**src/rtl/dma_sg_pkg.sv**
```systemverilog
package dma_sg_pkg;
  typedef enum logic [2:0] {
    ST_IDLE, ST_LOAD, ST_FETCH, ST_CALC, ST_BURST, ST_NOTIFY
  } dma_state_t;

  localparam int REG_AW      = 4;
  localparam int RW_CMD      = 0;
  localparam int RW_STATUS   = 1;
  localparam int RW_COUNT    = 2;
  localparam int RW_MAXPAY   = 3;
  localparam int RW_NTF_LO   = 4;
  localparam int RW_NTF_HI   = 5;
  localparam int RW_LATENCY  = 6;
  localparam int RW_SEL      = 7;
  localparam int RW_ENT_LO   = 8;
  localparam int RW_ENT_HI   = 9;
  localparam int RW_ENT_LEN  = 10;
endpackage

```
**src/rtl/dma_sg_ram.sv**
```systemverilog
module dma_sg_ram #(
  parameter int WIDTH = 32,
  parameter int DEPTH = 16,
  localparam int AW = $clog2(DEPTH)
) (
  input  logic             clk,
  input  logic             we,
  input  logic [AW-1:0]    waddr,
  input  logic [WIDTH-1:0] wdata,
  input  logic [AW-1:0]    raddr,
  output logic [WIDTH-1:0] rdata
);
  logic [WIDTH-1:0] mem [DEPTH];

  always_ff @(posedge clk) begin
    if (we) mem[waddr] <= wdata;
    rdata <= mem[raddr];
  end
endmodule

```
**src/rtl/dma_sg_regs.sv**
```systemverilog
module dma_sg_regs
  import dma_sg_pkg::*;
#(
  parameter int NUM_DESC = 16,
  parameter int LAT_W    = 32,
  localparam int IDX_W   = $clog2(NUM_DESC)
) (
  input  logic              clk,
  input  logic              rst,
  input  logic              reg_wr,
  input  logic [REG_AW-1:0] reg_waddr,
  input  logic [31:0]       reg_wdata,
  input  logic [REG_AW-1:0] reg_raddr,
  output logic [31:0]       reg_rdata,
  input  logic              busy,
  input  logic              done,
  input  logic [IDX_W-1:0]  cur_idx,
  output logic              start_ok,
  output logic [IDX_W:0]    entry_count,
  output logic [31:0]       max_pay,
  output logic [63:0]       notify_addr,
  output logic [IDX_W-1:0]  ent_sel,
  output logic [2:0]        ent_we
);
  logic [LAT_W-1:0] lat_cnt;
  logic             lat_run;
  logic             cmd_wr, stop_req;

  assign cmd_wr   = reg_wr && (reg_waddr == REG_AW'(RW_CMD));
  assign start_ok = cmd_wr && reg_wdata[0] && !busy;
  assign stop_req = cmd_wr && reg_wdata[1];

  assign ent_we[0] = reg_wr && (reg_waddr == REG_AW'(RW_ENT_LO));
  assign ent_we[1] = reg_wr && (reg_waddr == REG_AW'(RW_ENT_HI));
  assign ent_we[2] = reg_wr && (reg_waddr == REG_AW'(RW_ENT_LEN));

  always_ff @(posedge clk) begin
    if (rst) begin
      entry_count <= '0;
      max_pay     <= '0;
      notify_addr <= '0;
      ent_sel     <= '0;
    end else if (reg_wr) begin
      case (reg_waddr)
        REG_AW'(RW_COUNT):
          entry_count <= (reg_wdata > 32'(NUM_DESC)) ? (IDX_W+1)'(NUM_DESC)
                                                     : reg_wdata[IDX_W:0];
        REG_AW'(RW_MAXPAY): max_pay <= reg_wdata;
        REG_AW'(RW_NTF_LO): notify_addr[31:0]  <= reg_wdata;
        REG_AW'(RW_NTF_HI): notify_addr[63:32] <= reg_wdata;
        REG_AW'(RW_SEL):    ent_sel <= reg_wdata[IDX_W-1:0];
        default: ;
      endcase
    end
  end

  // round-trip timer: zeroed on an accepted start, counts each later edge,
  // including the one that carries the stop command
  always_ff @(posedge clk) begin
    if (rst) begin
      lat_cnt <= '0;
      lat_run <= 1'b0;
    end else if (start_ok) begin
      lat_cnt <= '0;
      lat_run <= 1'b1;
    end else if (lat_run) begin
      lat_cnt <= lat_cnt + 1'b1;
      if (stop_req) lat_run <= 1'b0;
    end
  end

  always_ff @(posedge clk) begin
    if (rst) reg_rdata <= '0;
    else begin
      case (reg_raddr)
        REG_AW'(RW_STATUS):  reg_rdata <= {16'd0, 8'(cur_idx), 6'd0, done, busy};
        REG_AW'(RW_COUNT):   reg_rdata <= 32'(entry_count);
        REG_AW'(RW_MAXPAY):  reg_rdata <= max_pay;
        REG_AW'(RW_NTF_LO):  reg_rdata <= notify_addr[31:0];
        REG_AW'(RW_NTF_HI):  reg_rdata <= notify_addr[63:32];
        REG_AW'(RW_LATENCY): reg_rdata <= 32'(lat_cnt);
        REG_AW'(RW_SEL):     reg_rdata <= 32'(ent_sel);
        default:             reg_rdata <= '0;
      endcase
    end
  end

  // once stopped, the timer holds until the next accepted start
  assert_lat_frozen_R10: assert property (@(posedge clk) disable iff (rst)
    (!lat_run && !start_ok) |=> $stable(lat_cnt));

  // a start command seen while busy does not zero a running timer
  assert_busy_start_R9: assert property (@(posedge clk) disable iff (rst)
    (cmd_wr && reg_wdata[0] && busy && lat_run && !stop_req)
      |=> (lat_cnt == $past(lat_cnt) + 1'b1));
endmodule

```
**src/rtl/dma_sg_burst.sv**
```systemverilog
module dma_sg_burst
  import dma_sg_pkg::*;
#(
  parameter int ADDR_W   = 64,
  parameter int DATA_W   = 256,
  parameter int LEN_W    = 32,
  parameter int NUM_DESC = 16,
  parameter int BOUNDARY = 4096,
  localparam int IDX_W      = $clog2(NUM_DESC),
  localparam int BEAT_BYTES = DATA_W / 8,
  localparam int BSH        = $clog2(BEAT_BYTES),
  localparam int BND_W      = $clog2(BOUNDARY),
  localparam int BEATS_W    = BND_W - BSH + 1
) (
  input  logic               clk,
  input  logic               rst,
  input  logic               start,
  input  logic [IDX_W:0]     entry_count,
  input  logic [31:0]        max_pay,
  input  logic [ADDR_W-1:0]  notify_addr,
  output logic [IDX_W-1:0]   rd_idx,
  input  logic [ADDR_W-1:0]  d_addr,
  input  logic [LEN_W-1:0]   d_len,
  input  logic [DATA_W-1:0]  in_data,
  input  logic               in_empty,
  output logic               in_rd,
  output logic               out_valid,
  input  logic               out_ready,
  output logic [ADDR_W-1:0]  out_addr,
  output logic [BEATS_W-1:0] out_beats,
  output logic               out_first,
  output logic               out_last,
  output logic               out_notify,
  output logic [DATA_W-1:0]  out_data,
  output logic               busy,
  output logic               done
);
  dma_state_t        st;
  logic [IDX_W-1:0]  idx;
  logic [ADDR_W-1:0] cur_addr, bst_addr;
  logic [LEN_W-1:0]  rem;
  logic [BEATS_W-1:0] bst_beats, beat_cnt;
  logic [63:0]       tot_bytes;

  logic [LEN_W-1:0]  rem_al, mp_eff, room, chunk, chunk_beats;
  logic [BND_W:0]    room_n;
  logic [IDX_W:0]    idx_next;
  logic              fire, last_beat;

  always_comb begin
    rem_al = rem & ~LEN_W'(BEAT_BYTES - 1);
    if (max_pay < 32'(BEAT_BYTES))      mp_eff = LEN_W'(BEAT_BYTES);
    else if (max_pay > 32'(BOUNDARY))   mp_eff = LEN_W'(BOUNDARY);
    else mp_eff = LEN_W'(max_pay) & ~LEN_W'(BEAT_BYTES - 1);
    room_n = (BND_W+1)'(BOUNDARY) - {1'b0, cur_addr[BND_W-1:0]};
    room   = LEN_W'(room_n);
    chunk  = rem_al;
    if (mp_eff < chunk) chunk = mp_eff;
    if (room < chunk)   chunk = room;
    chunk_beats = chunk >> BSH;
  end

  assign idx_next  = {1'b0, idx} + 1'b1;
  assign rd_idx    = idx;
  assign fire      = (st == ST_BURST) && !in_empty && out_ready;
  assign last_beat = (beat_cnt == bst_beats - 1'b1);

  always_ff @(posedge clk) begin
    if (rst) begin
      st        <= ST_IDLE;
      idx       <= '0;
      cur_addr  <= '0;
      bst_addr  <= '0;
      rem       <= '0;
      bst_beats <= '0;
      beat_cnt  <= '0;
      tot_bytes <= '0;
      done      <= 1'b0;
    end else begin
      case (st)
        ST_IDLE: if (start) begin
          idx       <= '0;
          tot_bytes <= '0;
          done      <= 1'b0;
          st        <= (entry_count == '0) ? ST_NOTIFY : ST_LOAD;
        end
        ST_LOAD:  st <= ST_FETCH;
        ST_FETCH: begin
          cur_addr <= d_addr;
          rem      <= d_len;
          st       <= ST_CALC;
        end
        ST_CALC: begin
          if (rem_al == '0) begin
            if (idx_next == entry_count) st <= ST_NOTIFY;
            else begin
              idx <= idx_next[IDX_W-1:0];
              st  <= ST_LOAD;
            end
          end else begin
            bst_addr  <= cur_addr;
            bst_beats <= chunk_beats[BEATS_W-1:0];
            beat_cnt  <= '0;
            cur_addr  <= cur_addr + ADDR_W'(chunk);
            rem       <= rem - chunk;
            tot_bytes <= tot_bytes + 64'(chunk);
            st        <= ST_BURST;
          end
        end
        ST_BURST: if (fire) begin
          beat_cnt <= beat_cnt + 1'b1;
          if (last_beat) st <= ST_CALC;
        end
        ST_NOTIFY: if (out_ready) begin
          done <= 1'b1;
          st   <= ST_IDLE;
        end
        default: st <= ST_IDLE;
      endcase
    end
  end

  assign busy       = (st != ST_IDLE);
  assign out_notify = (st == ST_NOTIFY);
  assign out_valid  = ((st == ST_BURST) && !in_empty) || out_notify;
  assign in_rd      = fire;
  assign out_addr   = out_notify ? notify_addr : bst_addr;
  assign out_beats  = out_notify ? BEATS_W'(1) : bst_beats;
  assign out_first  = out_notify || (beat_cnt == '0);
  assign out_last   = out_notify || last_beat;
  assign out_data   = out_notify ? DATA_W'(tot_bytes) : in_data;

  assert_no_4k_cross_R4: assert property (@(posedge clk) disable iff (rst)
    (out_valid && !out_notify && out_first)
      |-> ({1'b0, out_addr[BND_W-1:0]} + ((BND_W+1)'(out_beats) << BSH))
          <= (BND_W+1)'(BOUNDARY));

  assert_payload_limit_R3: assert property (@(posedge clk) disable iff (rst)
    (out_valid && !out_notify) |-> ((out_beats != '0) &&
      ((LEN_W'(out_beats) << BSH) <= mp_eff)));

  assert_stall_hold_R6: assert property (@(posedge clk) disable iff (rst)
    (out_valid && !out_ready) |=> ($stable(out_addr) && $stable(out_beats)
                                   && $stable(out_notify)));

  assert_empty_no_beat_R6: assert property (@(posedge clk) disable iff (rst)
    (in_empty && !out_notify) |-> !out_valid);

  assert_single_notify_R7: assert property (@(posedge clk) disable iff (rst)
    (out_notify && out_ready) |=> (!out_notify && done && !busy));
endmodule

```
**src/rtl/dma_sg_writer.sv**
```systemverilog
module dma_sg_writer
  import dma_sg_pkg::*;
#(
  parameter int ADDR_W   = 64,
  parameter int DATA_W   = 256,
  parameter int LEN_W    = 32,
  parameter int NUM_DESC = 16,
  parameter int BOUNDARY = 4096,
  parameter int LAT_W    = 32,
  localparam int IDX_W   = $clog2(NUM_DESC),
  localparam int BEATS_W = $clog2(BOUNDARY) - $clog2(DATA_W / 8) + 1
) (
  input  logic               clk,
  input  logic               rst,
  input  logic               reg_wr,
  input  logic [REG_AW-1:0]  reg_waddr,
  input  logic [31:0]        reg_wdata,
  input  logic [REG_AW-1:0]  reg_raddr,
  output logic [31:0]        reg_rdata,
  input  logic [DATA_W-1:0]  in_data,
  input  logic               in_empty,
  output logic               in_rd,
  output logic               out_valid,
  input  logic               out_ready,
  output logic [ADDR_W-1:0]  out_addr,
  output logic [BEATS_W-1:0] out_beats,
  output logic               out_first,
  output logic               out_last,
  output logic               out_notify,
  output logic [DATA_W-1:0]  out_data
);
  logic             busy, done, start_ok;
  logic [IDX_W:0]   entry_count;
  logic [31:0]      max_pay;
  logic [63:0]      notify_addr;
  logic [IDX_W-1:0] ent_sel, rd_idx;
  logic [2:0]       ent_we;
  logic [31:0]      ent_q [3];

  dma_sg_regs #(.NUM_DESC(NUM_DESC), .LAT_W(LAT_W)) u_regs (
    .clk, .rst, .reg_wr, .reg_waddr, .reg_wdata, .reg_raddr, .reg_rdata,
    .busy, .done, .cur_idx(rd_idx), .start_ok, .entry_count, .max_pay,
    .notify_addr, .ent_sel, .ent_we
  );

  // one table column per field: address low, address high, length
  for (genvar g = 0; g < 3; g++) begin : g_table
    dma_sg_ram #(.WIDTH(32), .DEPTH(NUM_DESC)) u_col (
      .clk, .we(ent_we[g]), .waddr(ent_sel), .wdata(reg_wdata),
      .raddr(rd_idx), .rdata(ent_q[g])
    );
  end

  dma_sg_burst #(
    .ADDR_W(ADDR_W), .DATA_W(DATA_W), .LEN_W(LEN_W),
    .NUM_DESC(NUM_DESC), .BOUNDARY(BOUNDARY)
  ) u_burst (
    .clk, .rst, .start(start_ok), .entry_count, .max_pay,
    .notify_addr(ADDR_W'(notify_addr)), .rd_idx,
    .d_addr(ADDR_W'({ent_q[1], ent_q[0]})), .d_len(LEN_W'(ent_q[2])),
    .in_data, .in_empty, .in_rd, .out_valid, .out_ready, .out_addr,
    .out_beats, .out_first, .out_last, .out_notify, .out_data, .busy, .done
  );
endmodule

```
**config.mk**
```make
export PLATFORM = sky130hd
export DESIGN_NAME = dma_sg_writer
export DESIGN_NICKNAME = d
export VERILOG_FILES = /design/src/rtl/dma_sg_pkg.sv /design/src/rtl/dma_sg_ram.sv /design/src/rtl/dma_sg_regs.sv /design/src/rtl/dma_sg_burst.sv /design/src/rtl/dma_sg_writer.sv
export SDC_FILE = /design/constraint.sdc
export NUM_CORES = 2
export LEC_CHECK = 0
export BUFFER_PORTS_ARGS = -buffer_cell sky130_fd_sc_hd__buf_4
export CAP_MARGIN = 10
export CORE_ASPECT_RATIO = 0.7
export CORE_MARGIN = 1.5
export CORE_UTILIZATION = 45
export DETAILED_ROUTE_END_ITERATION = 6
export GPL_TIMING_DRIVEN = 0
export HOLD_SLACK_MARGIN = 0.02
export PLACE_DENSITY = 0.65
export SLEW_MARGIN = 20
export SYNTH_ARGS = -nofsm -noshare
export SYNTH_HDL_FRONTEND = slang
export SYNTH_SLANG_ARGS = --single-unit
```
**constraint.sdc**
```tcl
create_clock -name clk -period 8.98 [get_ports clk]
set_input_delay 0 -clock clk [delete_from_list [all_inputs] [get_ports clk]]
set_output_delay 0 -clock clk [all_outputs]
set_load 0.01 [all_outputs]
```
==> impl_metrics.json <==
{
  "status": "finished with violations",
  "violations": "DRC",
  "ff_latch_area_um2": 56400,
  "crit-reg2reg-launch": "u_regs.max_pay[9]$_SDFFE_PP0P_",
  "p_leak_nw": 35.4,
  "clkSlewWorstSetupHoldPaths_ns": 0.06,
  "internal_power_mw": 16.7,
  "final_common_cell": "edfxtp_1",
  "numCtsBuffers": 187,
  "r2r_setup_slack_ns": 0.27,
  "finalSetupViolCount": 0,
  "worst_slew_pin_slew_ns": 1.27,
  "synth_edf_count": 1536,
  "grt_usage": 0.407,
  "powerDensity_nw_per_um2": 234,
  "hold_path.class": "input pin to register",
  "place.port_buffers": 660,
  "critPathRequiredTime_ns": 9.60,
  "layout-drive-gt1-share": 0.245,
  "r2r_cells": 36,
  "synth-main-ff-cell": "edfxtp_1",
  "p_comb_frac": 0.226,
  "power_frac_seq": 0.435,
  "yosysUniqueCellTypes": 92,
  "fill_cells": 14811,
  "final_util": 0.549,
  "cts_sinks": 2050,
  "grt_pass1_wl_um": 527000,
  "slew_headroom": 0.155,
  "endpoint_kind": "register",
  "hold_viol": 0,
  "cts_max_level": 4,
  "place_congestion": 1.10,
  "pwr-share-clk": 0.339,
  "synth_top_cell_by_area": "edfxtp_1",
  "ys_seq_area_frac": 0.656,
  "finClkSkew_ns": 0.112,
  "vdd_drop_max_mv": 0.228,
  "synth_seq_cells": 2050,
  "die_area_um2": 194000,
  "dp_cells": 9248,
  "grt_max_degree": 56,
  "synth_warnings": 0,
  "synth_compound_area_frac": 0.0645,
  "synth_area_per_cell_um2": 14.5,
  "rows": 133,
  "hpwl_um": 291000,
  "placed_area_um2": 96300,
  "synth_fa_ha_area_frac": 0.0201,
  "wl_um": 400000,
  "cp_slowest_cell": "and2_1",
  "die_w_um": 525,
  "p_sw_mw": 7.55,
  "io_pins": 666,
  "drc": 29,
  "p_sw_frac": 0.312,
  "cts_root_buf": "clkbuf_16",
  "syn-cell-area_um2": 85900,
  "antenna_left": 0,
  "crit_path_frequent_cell": "o21a_1",
  "nets": 7455,
  "dr.pass1.iters": 7,
  "fmax_mhz": 115,
  "overflow": 0,
  "critPathMaxFanout": 10,
  "avgRoutedWirePerCell_um": 41.3,
  "vias": 62732,
  "drt_iter0_markers": 11599,
  "synth_xor_area_frac": 0.0152,
  "design_area_um2": 104000,
  "clkLatencyLatePin_ns": 0.89,
  "synth-simple-area-share": 0.0971,
  "core_area_um2": 189000,
  "crit_type": "register to register",
  "critPathArrivalTime_ns": 9.33,
  "synth_top_area_share": 0.537,
  "cpPeakStageDelay_ns": 0.58,
  "crit_end": "u_burst.tot_bytes[38]$_SDFFE_PP0P_",
  "synth_top_family_by_area": "multiplexers",
  "final_cell_mix": "1536 x edfxtp_1, 888 x nand2_1, 693 x buf_4, 509 x dfxtp_1, 480 x mux4_2",
  "cp-startpoint": "u_regs.max_pay[9]$_SDFFE_PP0P_",
  "power.total_mw": 24.2,
  "max_cap_viol_count": 0,
  "finalCriticalPeriod_ns": 8.71,
  "final_max_slew_viol_count": 0,
  "die-height_um": 369,
  "via_per_inst": 6.48,
  "grt_pass1_vias": 57749,
  "r2r-end": "u_burst.tot_bytes[38]$_SDFFE_PP0P_",
  "area_growth_pct": 20.7,
  "finalCritPeriodShare": 0.970,
  "synthArstFlopShare": 0,
  "cts_tree": "yes",
  "ys_top_cells_by_area": "edfxtp_1 54%, mux4_2 13%, dfxtp_1 12%",
  "antenna_found_initial": 99,
  "syn_inst": 5945,
  "start_kind": "register",
  "synth_mux_area_frac": 0.128,
  "initial_core_util": 0.455,
  "cts.path.max_buffers": 4,
  "multi_input_area_um2": 29100,
  "final_cell_count_no_fill": 9684
}
## worst min path at each step
stage	start	end	slack, ns	depth (start not counted)
finish	reg_raddr[2]	u_regs.reg_rdata[3]$_SDFF_PP0_	0.15	5
global route	reg_raddr[2]	u_regs.reg_rdata[3]$_SDFF_PP0_	0.18	5
CTS	reg_raddr[2]	u_regs.reg_rdata[3]$_SDFF_PP0_	0.05	5
detailed placement	in_data[2]	out_data[2]	0.29	4
global placement	in_data[5]	out_data[5]	0.28	4
floorplan	in_empty	out_valid	0.08	1
## power by group through the flow
stage          combinational [mW]  clock [mW]  sequential [mW]
2_1_floorplan                2.88           0             10.6
3_3_place_gp                 4.90           0             10.7
3_5_place_dp                 4.88           0             10.7
4_1_cts                      5.14        8.19             10.5
5_1_grt                      5.76        8.55             10.5
6_report                     5.47        8.23             10.5
## sequential cells by signal (all words and copies together) (netlist names)
name	count
u_regs.reg_rdata	32
u_burst.bst_addr	64
g_table.u_col.mem	1536
u_regs.ent_sel	4
u_burst.rem	32
u_burst.st	3
u_regs.entry_count	5
u_burst.bst_beats	8
u_burst.beat_cnt	8
u_regs.max_pay	32
u_burst.cur_addr	64
u_burst.tot_bytes	64
u_regs.lat_cnt	32
g_table.u_col.rdata	96
u_burst.rd_idx	4
u_regs.lat_run	1
u_burst.done	1
u_regs.notify_addr	64
## routing by layer
metal / vias to the layer above / routed length [um] / GRT usage
met5: - / 563 / 0
met4: 66 / 12700 / 0.101
met3: 743 / 63400 / 0.171
met2: 5537 / 164000 / 0.565
met1: 31668 / 160000 / 0.585
li1: 24718 / - / -
## logic make-up after synthesis
family,count (synthesis)
and+or+nand+nor,1813
buffers and inverters,423
muxes,500
xor gates and xnor gates,149
other,2
adders and majority gates,137
DFF,2050
AOI/OAI and AO/OA,871
## synthesized netlist by cell type, types with 67 or more instances
cell type and n:
and2_1 213, xnor2_1 82, inv_1 77, nand2_1 890, mux4_2 480, xor2_1 67, nor3_1 72, dfxtp_1 514
nor2_1 305, a21oi_1 371, clkbuf_1 288, a22oi_1 69, nand3_1 74, edfxtp_1 1536, ha_1 135, o21ai_0 114
## timing repair
| action | CTS | global route |
|---|---|---|
| buffers inserted | 18 | 13 |
| resized for setup | 82 | 45 |
| hold buffers | 49 | 0 |
| pin swaps | 20 | 28 |
| setup endpoints to repair | 156 | 76 |
| endpoints found under the hold margin | 1656 | 0 |
## worst max-delay path, delay by kind of cell (launching register included)
| kind | cells | cell delay (ns) |
|---|---|---|
| fa+ha+maj | 4 | 1.17 |
| simple gates | 14 | 3.25 |
| xor+xnor | 1 | 0.17 |
| compound gates | 13 | 2.90 |
| mux | 1 | 0.21 |
| buf+inv | 3 | 0.42 |
| flops | 1 | 0.41 |
## stage by stage
| stage | setup TNS (ns) | hold WS, ns | worst slack [ns] |
|---|---|---|---|
| after detailed placement | -333.61 | 0.286 | -3.49 |
| after floorplan | 0 | 0.0815 | 0.369 |
| after global placement | -479.49 | 0.285 | -4.36 |
| after global routing | -0.127 | 0.183 | -0.0226 |
| after CTS | 0 | 0.0485 | 0.00907 |
| final | 0 | 0.148 | 0.270 |
## cell type report
class,instances,area share
Timing Repair Buffer,814,0.0700
Sequential cell,2050,0.544
Clock buffer,249,0.0504
Multi-Input combinational cell,3545,0.280
Clock inverter,86,0.00792
Buffer,339,0.0136
Tap cell,2497,0.0301
Antenna cell,24,0.000579
Inverter,80,0.00290
Power figures use the tool's default switching activity.
